## config.mk

```make
export PLATFORM = sky130hd
export DESIGN_NAME = pll_synth_core
export DESIGN_NICKNAME = d
export VERILOG_FILES = /design/src/rtl/pll_synth_pkg.sv /design/src/rtl/synth_ref_div.sv /design/src/rtl/synth_prog_div.sv /design/src/rtl/synth_pfd.sv /design/src/rtl/synth_lock_det.sv /design/src/rtl/pll_synth_core.sv
export SDC_FILE = /design/constraint.sdc
export NUM_CORES = 1
export LEC_CHECK = 0
export BUFFER_PORTS_ARGS = -buffer_cell sky130_fd_sc_hd__buf_2
export CAP_MARGIN = 40
export CORE_ASPECT_RATIO = 1.75
export CORE_MARGIN = 3
export CORE_UTILIZATION = 47
export CTS_CLUSTER_DIAMETER = 30
export DETAILED_ROUTE_END_ITERATION = 16
export GPL_TIMING_DRIVEN = 0
export PLACE_DENSITY = 0.67
export SYNTH_ARGS = -nofsm -noshare
export SYNTH_HDL_FRONTEND = slang
export SYNTH_SLANG_ARGS = --single-unit
```

## constraint.sdc

```tcl
create_clock -name clk -period 3 [get_ports clk]
set_input_delay 0.45 -clock clk [delete_from_list [all_inputs] [get_ports clk]]
set_output_delay 0.45 -clock clk [all_outputs]
set_load 0.01 [all_outputs]
```

## src/rtl/pll_synth_pkg.sv

```systemverilog
// Shared definitions for the synthesiser loop core.
// Assumes five port outputs, two of which can carry the test ticks.
package pll_synth_pkg;
    localparam int PORT_N     = 5;
    localparam int PORT_FCOMP = 2;
    localparam int PORT_FDIV  = 4;

    typedef struct packed {
        logic cp_hi;
        logic pump_off;
        logic drive_off;
        logic test_route;
    } synth_ctrl_t;
endpackage

```

## src/rtl/synth_ref_div.sv

```systemverilog
// Fixed reference divider: one registered tick per REF_DIV reference enables.
// Assumes REF_DIV >= 1 and ref_en synchronous to clk.
module synth_ref_div #(
    parameter int REF_DIV = 512
) (
    input  logic clk,
    input  logic rst_n,
    input  logic ref_en,
    output logic comp_tick
);
    localparam int CW = (REF_DIV > 1) ? $clog2(REF_DIV) : 1;
    localparam logic [CW-1:0] LAST = CW'(REF_DIV - 1);

    logic [CW-1:0] cnt;

    // Count reference enables and flag the wrap.
    always_ff @(posedge clk) begin
        if (!rst_n) begin
            cnt       <= '0;
            comp_tick <= 1'b0;
        end else begin
            comp_tick <= ref_en && (cnt == LAST);
            if (ref_en) begin
                cnt <= (cnt == LAST) ? '0 : cnt + 1'b1;
            end
        end
    end
endmodule

```

## src/rtl/synth_prog_div.sv

```systemverilog
// Programmable divider with a serial loader. The word is shifted in MSB first,
// committed to a pending ratio, and adopted only at the terminal count.
// Assumes ratios 0 and 1 both mean divide by one.
module synth_prog_div #(
    parameter int RATIO_W = 15
) (
    input  logic               clk,
    input  logic               rst_n,
    input  logic               osc_en,
    input  logic               ratio_sdat,
    input  logic               ratio_shift,
    input  logic               ratio_commit,
    output logic               div_tick,
    output logic [RATIO_W-1:0] active_ratio
);
    logic [RATIO_W-1:0] shift_word;
    logic [RATIO_W-1:0] pending;
    logic [RATIO_W-1:0] cnt;
    logic               term;

    // Terminal count of the cycle in progress.
    always_comb begin
        term = (active_ratio <= RATIO_W'(1)) || (cnt == active_ratio - RATIO_W'(1));
    end

    // Serial load and commit to the pending ratio.
    always_ff @(posedge clk) begin
        if (!rst_n) begin
            shift_word <= '0;
            pending    <= '0;
        end else begin
            if (ratio_shift)  shift_word <= {shift_word[RATIO_W-2:0], ratio_sdat};
            if (ratio_commit) pending    <= shift_word;
        end
    end

    // Division counter; swaps the ratio only at terminal count.
    always_ff @(posedge clk) begin
        if (!rst_n) begin
            cnt          <= '0;
            active_ratio <= '0;
            div_tick     <= 1'b0;
        end else begin
            div_tick <= osc_en && term;
            if (osc_en) begin
                if (term) begin
                    cnt          <= '0;
                    active_ratio <= pending;
                end else begin
                    cnt <= cnt + 1'b1;
                end
            end
        end
    end
endmodule

```

## src/rtl/synth_pfd.sv

```systemverilog
// Two-flop phase/frequency detector: the comparison tick sets up and the divider
// tick sets down; both clear once both would be set.
module synth_pfd (
    input  logic clk,
    input  logic rst_n,
    input  logic ref_tick,
    input  logic fb_tick,
    output logic up,
    output logic dn
);
    logic up_set, dn_set;

    // Candidate states before the both-set reset.
    always_comb begin
        up_set = up | ref_tick;
        dn_set = dn | fb_tick;
    end

    // Update the detector flops with the mutual clear.
    always_ff @(posedge clk) begin
        if (!rst_n || (up_set && dn_set)) begin
            up <= 1'b0;
            dn <= 1'b0;
        end else begin
            up <= up_set;
            dn <= dn_set;
        end
    end
endmodule

```

## src/rtl/synth_lock_det.sv

```systemverilog
// Lock detector: counts clean comparison periods and clears at once on a
// detector pulse reaching LOCK_WIN cycles. Assumes LOCK_WIN, LOCK_COUNT >= 1.
module synth_lock_det #(
    parameter int LOCK_WIN   = 8,
    parameter int LOCK_COUNT = 4
) (
    input  logic clk,
    input  logic rst_n,
    input  logic comp_tick,
    input  logic up,
    input  logic dn,
    output logic locked
);
    localparam int WW = $clog2(LOCK_WIN + 1);
    localparam int GW = $clog2(LOCK_COUNT + 1);

    logic [WW-1:0] width;
    logic [GW-1:0] good;
    logic          seen_wide;
    logic          active, wide;

    // A pulse counts as wide once it has lasted LOCK_WIN cycles.
    always_comb begin
        active = up | dn;
        wide   = active && (width >= WW'(LOCK_WIN - 1));
    end

    // Measure the running width of the detector pulse.
    always_ff @(posedge clk) begin
        if (!rst_n || !active) width <= '0;
        else if (width != WW'(LOCK_WIN)) width <= width + 1'b1;
    end

    // Track clean periods and the lock flag.
    always_ff @(posedge clk) begin
        if (!rst_n) begin
            good      <= '0;
            seen_wide <= 1'b0;
            locked    <= 1'b0;
        end else begin
            if (comp_tick) begin
                seen_wide <= 1'b0;
                if (seen_wide || wide)           good <= '0;
                else if (good != GW'(LOCK_COUNT)) good <= good + 1'b1;
            end else if (wide) begin
                seen_wide <= 1'b1;
            end
            if (wide) locked <= 1'b0;
            else if (comp_tick && !seen_wide && (good >= GW'(LOCK_COUNT - 1))) locked <= 1'b1;
        end
    end
endmodule

```

## src/rtl/pll_synth_core.sv

```systemverilog
// Digital core of a frequency-synthesiser loop: reference divider, programmable
// divider, phase/frequency detector, lock detector, pump gating and test routing.
// Assumes ref_en and osc_en are clock enables synchronous to clk.
module pll_synth_core
    import pll_synth_pkg::*;
#(
    parameter int REF_DIV    = 512,
    parameter int RATIO_W    = 15,
    parameter int LOCK_WIN   = 8,
    parameter int LOCK_COUNT = 4
) (
    input  logic              clk,
    input  logic              rst_n,
    input  logic              ref_en,
    input  logic              osc_en,
    input  logic              ratio_sdat,
    input  logic              ratio_shift,
    input  logic              ratio_commit,
    input  logic              cp_hi,
    input  logic              pump_off,
    input  logic              drive_off,
    input  logic              test_route,
    input  logic [PORT_N-1:0] port_req,
    output logic              pump_up,
    output logic              pump_dn,
    output logic              pump_hi,
    output logic              drive_en,
    output logic [PORT_N-1:0] port_on,
    output logic              lock_flag
);
    synth_ctrl_t        ctrl;
    logic               comp_tick, div_tick;
    logic               det_up, det_dn;
    logic [RATIO_W-1:0] active_ratio;

    // Group the control bits.
    always_comb begin
        ctrl = '{cp_hi: cp_hi, pump_off: pump_off, drive_off: drive_off, test_route: test_route};
    end

    synth_ref_div #(.REF_DIV(REF_DIV)) u_ref (
        .clk(clk), .rst_n(rst_n), .ref_en(ref_en), .comp_tick(comp_tick)
    );

    synth_prog_div #(.RATIO_W(RATIO_W)) u_div (
        .clk(clk), .rst_n(rst_n), .osc_en(osc_en), .ratio_sdat(ratio_sdat),
        .ratio_shift(ratio_shift), .ratio_commit(ratio_commit),
        .div_tick(div_tick), .active_ratio(active_ratio)
    );

    synth_pfd u_pfd (
        .clk(clk), .rst_n(rst_n), .ref_tick(comp_tick), .fb_tick(div_tick),
        .up(det_up), .dn(det_dn)
    );

    synth_lock_det #(.LOCK_WIN(LOCK_WIN), .LOCK_COUNT(LOCK_COUNT)) u_lock (
        .clk(clk), .rst_n(rst_n), .comp_tick(comp_tick), .up(det_up), .dn(det_dn),
        .locked(lock_flag)
    );

    // Gate the pump requests and drive the analog controls.
    always_comb begin
        pump_up  = det_up & ~ctrl.pump_off;
        pump_dn  = det_dn & ~ctrl.pump_off;
        pump_hi  = ctrl.cp_hi;
        drive_en = ~ctrl.drive_off;
    end

    // Port outputs, with the two ticks substituted in test mode.
    for (genvar i = 0; i < PORT_N; i++) begin : g_port
        if (i == PORT_FCOMP) begin : g_fcomp
            assign port_on[i] = ctrl.test_route ? comp_tick : port_req[i];
        end else if (i == PORT_FDIV) begin : g_fdiv
            assign port_on[i] = ctrl.test_route ? div_tick : port_req[i];
        end else begin : g_plain
            assign port_on[i] = port_req[i];
        end
    end
endmodule

```

== Word-level counts from Yosys, hierarchy flattened ==
Index checks and enable logic that the tools add are counted.
Widths: inputs -> output; s select.

* Flip-flop bits (word level): 82
* Bits of input ports: 16
* Output and inout bits: 10
* Word-level logic and storage cells: 57

* $add $sub $neg: 5
* Order comparisons: 3
* Equal/unequal tests: 4
* Mux-type cells: 6
* Bitwise logic cells: 8
* Reductions and logical operators: 18

{| class="wikitable"
|+ Operator list
! kind !! number
|-
| $add 15x1->15 const B || 1
|-
| $eq 15x15->1 || 1
|-
| $le 15x1->1 const B || 1
|-
| $mux 15 || 1
|-
| $sub 15x1->15 const B || 1
|-
| $add 9x1->9 const B || 1
|-
| $eq 9x9->1 const B || 1
|-
| $mux 9 || 1
|-
| $logic_and 1x1->1 || 6
|-
| $mux 3 || 2
|-
| $add 4x1->4 const B || 1
|-
| $ge 4x3->1 const B || 1
|-
| $logic_or 1x1->1 || 4
|-
| $ne 4x4->1 const B || 1
|-
| $reduce_and 2->1 || 2
|-
| $reduce_or 2->1 || 2
|-
| $add 3x1->3 const B || 1
|-
| $ge 3x2->1 const B || 1
|-
| $logic_not 1->1 || 3
|-
| $ne 3x3->1 const B || 1
|-
| $not 1->1 || 3
|-
| $or 1x1->1 || 3
|-
| $and 1x1->1 || 2
|-
| $mux 1 || 2
|-
| $reduce_bool 2->1 || 1
|}

== Depth between registers and ports, before layout ==
* Word-level depth: 5
* Mapped depth: 11
* Mapped depth without buffers: 9

== Modules after synthesis ==
A second synthesis with hierarchy kept.

* Cells, all modules: 497
* Area total of the unflattened synthesis: 4,484.3 um^2

{| class="wikitable"
|+ Modules (own cells, without submodules)
! module !! times used !! cells an instance !! area each (um^2) !! seq. area each (um^2)
|-
| synth_prog_div || 1 || 374 || 3,360.7 || 1,221.2
|-
| synth_lock_det || 1 || 59 || 525.5 || 180.2
|-
| synth_ref_div || 1 || 49 || 460.4 || 200.2
|-
| pll_synth_core || 1 || 9 || 68.8 || 0.0
|-
| synth_pfd || 1 || 6 || 68.8 || 40.0
|}

== Worst setup path before layout ==
No wires, ideal clock.

* Path kind: flip-flop to flip-flop
* From: register u_div.active_ratio[0]
* To: register u_div.cnt[14]
* Data arrival time: 2,699 ps
* Required time: 2,868 ps
* Setup slack: 169 ps
* Cell stages (with the launch flop): 12
* Path buffers: 2
* Clock period less this slack: 2,831 ps
* Path through: dfxtp_1 inv_1 ha_1 or3b_1 buf_2 or4_4 a211oi_2 nor3_2 o41a_4 nor2_4 buf_4 nor3_1

* Word-level cells in the longest chain between the ends: 4

{| class="wikitable"
|+ RTL lines
! element !! RTL line !! RTL
|-
| start, declared || synth_prog_div.sv:14 || <nowiki>output logic [RATIO_W-1:0] active_ratio</nowiki>
|-
| start signal, assigned || synth_prog_div.sv:48 || <nowiki>active_ratio <= pending;</nowiki>
|-
| $sub 15x1->15 || synth_prog_div.sv:23 || <nowiki>term = (active_ratio <= RATIO_W'(1)) || (cnt == active_ratio - RATIO_W'(1));</nowiki>
|-
| $eq 15x15->1 || synth_prog_div.sv:23 ||
|-
| $logic_or 1x1->1 (*) || synth_prog_div.sv:23 ||
|-
| $mux 15 (*) || synth_prog_div.sv:46 || <nowiki>if (term) begin</nowiki>
|-
| end signal, assigned || synth_prog_div.sv:50 || <nowiki>cnt <= cnt + 1'b1;</nowiki>
|-
| end, declared || synth_prog_div.sv:18 || <nowiki>logic [RATIO_W-1:0] cnt;</nowiki>
|}

Every way passes the cells marked *; elsewhere a longest branch is shown, timed or not.
A chain may end at the register's enable or synchronous reset.

== Worst setup path in the final report ==
* From: register u_div.active_ratio[1]
* To: register u_div.active_ratio[1]

* Word-level cells in the longest chain between the ends: 4

{| class="wikitable"
|+ RTL lines
! element !! RTL line
|-
| $sub 15x1->15 || synth_prog_div.sv:23
|-
| $eq 15x15->1 || synth_prog_div.sv:23
|-
| $logic_or 1x1->1 (*) || synth_prog_div.sv:23
|-
| $reduce_and 2->1 (no line) (*) || --
|}

Marked as above.

==> results.ini <==
[outcome]
status = completed

[placement]
gp_routability_congestion = 0.818
dp_hpwl_mm = 6.07
port_buffers = 18

[worst_setup_path]
cpPeakStageDelay_ns = 0.54
rr_worst_depth = 11
critPathBufInv = 3
arrival_ns = 3.14
cp_max_fo = 6
start_kind = flip-flop
path_class = flip-flop to flip-flop
crit_required_ns = 3.19
path_cells = inv_4, ha_4, or3b_1, buf_4, or4_4, a211oi_4, nor3_4, o41a_4, buf_4, o21ai_0, a21oi_1
crit_top_cell = buf_4
slowest_stage = o41a_4
crit_family = compound AO/OA/AOI/OAI gates
cp_num_cells = 11
setup.worst_path.end_class = flip-flop

[floorplanning]
rows = 43
num_io_pins = 26
start_util_pct = 48.6
die_area_mm2 = 0.00940
die_x_um = 74.6
die_y_um = 126
design.core.area_mm2 = 0.00796

[cells_and_area]
areaGrowthSynthToFinish_pct = 17.5
final_nets = 497
final_cell_mix = dfxtp_1 (80), nor2_1 (62), mux2i_1 (33)
layout_commonest_cell = dfxtp_1
drive_gt1_share_pct = 16.2
antenna_cells = 0

[hold_path]
hp-class = input port to flip-flop
holdPathStages = 3

[timing]
timing.fmax_mhz = 339
setup_viol = 0
rsz0062_at_grt = yes
min_period_over_period_pct = 98.4
timing_worst_slew_pin_value_ns = 0.808
finalMaxSlewViolations = 0
fin_crit_ns = 2.95
finalSetupTns_ns = 0
hold_violations = 0
max_slew_margin_pct = 45.6
fin_worst_skew_ns = 0.00515

[synthesis]
syn_inst = 433
synth_edf_count = 0
synth_nets = 459
netlist.area_leader.share_pct = 42.4
synthTopCellsByArea = dfxtp_1 (42%), mux2i_1 (8.5%), nor2_1 (6.0%), xor2_1 (5.4%), xnor2_1 (4.1%)
async_flop_share_pct = 0
avgSynthCellArea_um2 = 8.94
synth_cell_type_count = 45
netlist_area_mm2 = 0.00387
yosysWarnings = 0
synth_seq_area_share_pct = 42.4
yosys_register_bits = 82
synth_area_leader_cell = dfxtp_1
yosys_most_used_dff = dfxtp_1

[drt]
remaining_drc_errors = 0
wl_mm = 8.30
drt-initial-drc-count = 181
wire_per_inst_um = 14.7
ant_nets = 0
vias = 3100
dr.pass1.iters = 4
post_drt_via_cell_ratio = 5.48

[global_route]
grt_max_degree = 14
grtUsageTotal_pct = 18.7
grt_pass1_vias = 3013
grt.overflow.total = 0
grt_pass1_wl_mm = 13.9
antenna_found_initial = 0

[power_and_ir_drop]
power_mw = 2.38
power.density_mw_per_mm2 = 524
ir_worst_vdd_mv = 0.430
total_leakage_power_nw = 1.82

[clocking]
clkSinkCount = 82
root_buffer = clkbuf_16
numCtsBuffers = 9
cts.path.max_buffers = 2
clk_pin_slew_worst_paths_ns = 0.06
htreeDepth = 3
cts_tree = done
clock_latency_ns = 0.32
holdBufCountCts = 0

[flow_run]
maxCapViolCount = 0

[worst paths after layout]
check	from	endpoint	slack [ns]
max reg2reg	u_div.active_ratio[1]$_SDFFE_PN0P_	u_div.active_ratio[1]$_SDFFE_PN0P_	0.05
min	ratio_sdat	u_div.shift_word[0]$_SDFFE_PN0P_	0.37
min reg2reg	u_div.pending[11]$_SDFFE_PN0P_	u_div.active_ratio[11]$_SDFFE_PN0P_	0.47
max	u_div.active_ratio[1]$_SDFFE_PN0P_	u_div.active_ratio[1]$_SDFFE_PN0P_	0.05
[repair_timing]
action / in CTS / in global routing
endpoints found under the hold margin: 0 / 0
pin swaps: 5 / 7
resized for setup: 8 / 15
buffers inserted: 2 / 5
gates cloned: 1 / 1
setup endpoints to repair: 26 / 31
[where the power goes]
part	switching [mW]	internal, mW
registers	0.00712	1.10
clock network	0.407	0.748
logic	0.0729	0.0518
[per-stage QoR]
| step | instances | setup slack (ns) | cell area (um^2) | util (%) | hold slack [ns] |
|---|---|---|---|---|---|
| after CTS | 560 | 0.00640 | 4450 | 55.9 | 0.370 |
| after global placement | 541 | -0.106 | 4070 | 51.1 | 0.456 |
| final | 566 | 0.0489 | 4550 | 57.1 | 0.371 |
| after floorplan | 433 | 0.169 | 3870 | - | 0.443 |
| after global routing | 566 | -0.0263 | 4550 | 57.1 | 0.413 |
| after detailed placement | 541 | -0.142 | 4070 | 51.1 | 0.462 |
[per-layer routing]
metal	vias up	track usage (%)	routed length, um
met2	50	32.9	4530
met4	0	9.96	344
met5	-	0	0
li1	1576	-	-
met3	22	3.43	194
met1	1452	20.2	3230
[final cells by class]
cell class	instances	area [um^2]
Fill cell	722	3420
Multi-Input combinational cell	312	2090
Sequential cell	82	1650
Clock buffer	11	243
Buffer	27	170
Timing Repair Buffer	26	154
Tap cell	90	113
Clock inverter	5	77.6
Inverter	13	51.3
[synth_stat cells (4+ instances only)]
cell type and instances:
dfxtp_1 82, nor2_1 62, mux2i_1 33, nand3_1 26, a21oi_1 25, xor2_1 24, nor3_1 20, xnor2_1 18
nand2_1 17, clkbuf_1 13, inv_1 12, ha_1 10, o21ai_0 10, o21ai_1 9, nand4_1 7, nor4_1 7
and3_1 6, buf_4 5, buf_6 5, nand2b_1 4
[tightest hold or removal path: stages]
cell and delay (ns):
buf_2 0.08, mux2i_1 0.05, nor2_1 0.08
[kinds of logic (layout without fill, tap and decap cells)]
logic type | count (synthesis) | in the layout | synth area share (%)
compound gates | 56 | 57 | 8.96
xor+xnor | 42 | 42 | 9.51
fa+ha+maj | 10 | 10 | 3.23
buf+inv | 40 | 82 | 5.40
flops | 82 | 82 | 42.4
mux | 35 | 35 | 9.12
simple gates | 168 | 168 | 21.4
[registers in the layout (all words and copies together) (netlist names)]
register / count
u_div.div_tick: 1
u_ref.cnt: 9
u_div.cnt: 15
u_pfd.dn: 1
u_div.pending: 15
u_lock.width: 4
u_lock.seen_wide: 1
u_ref.comp_tick: 1
u_div.active_ratio: 15
u_lock.good: 3
u_lock.locked: 1
u_pfd.up: 1
u_div.shift_word: 15
Note: power is estimated with default switching activity, not from simulation.
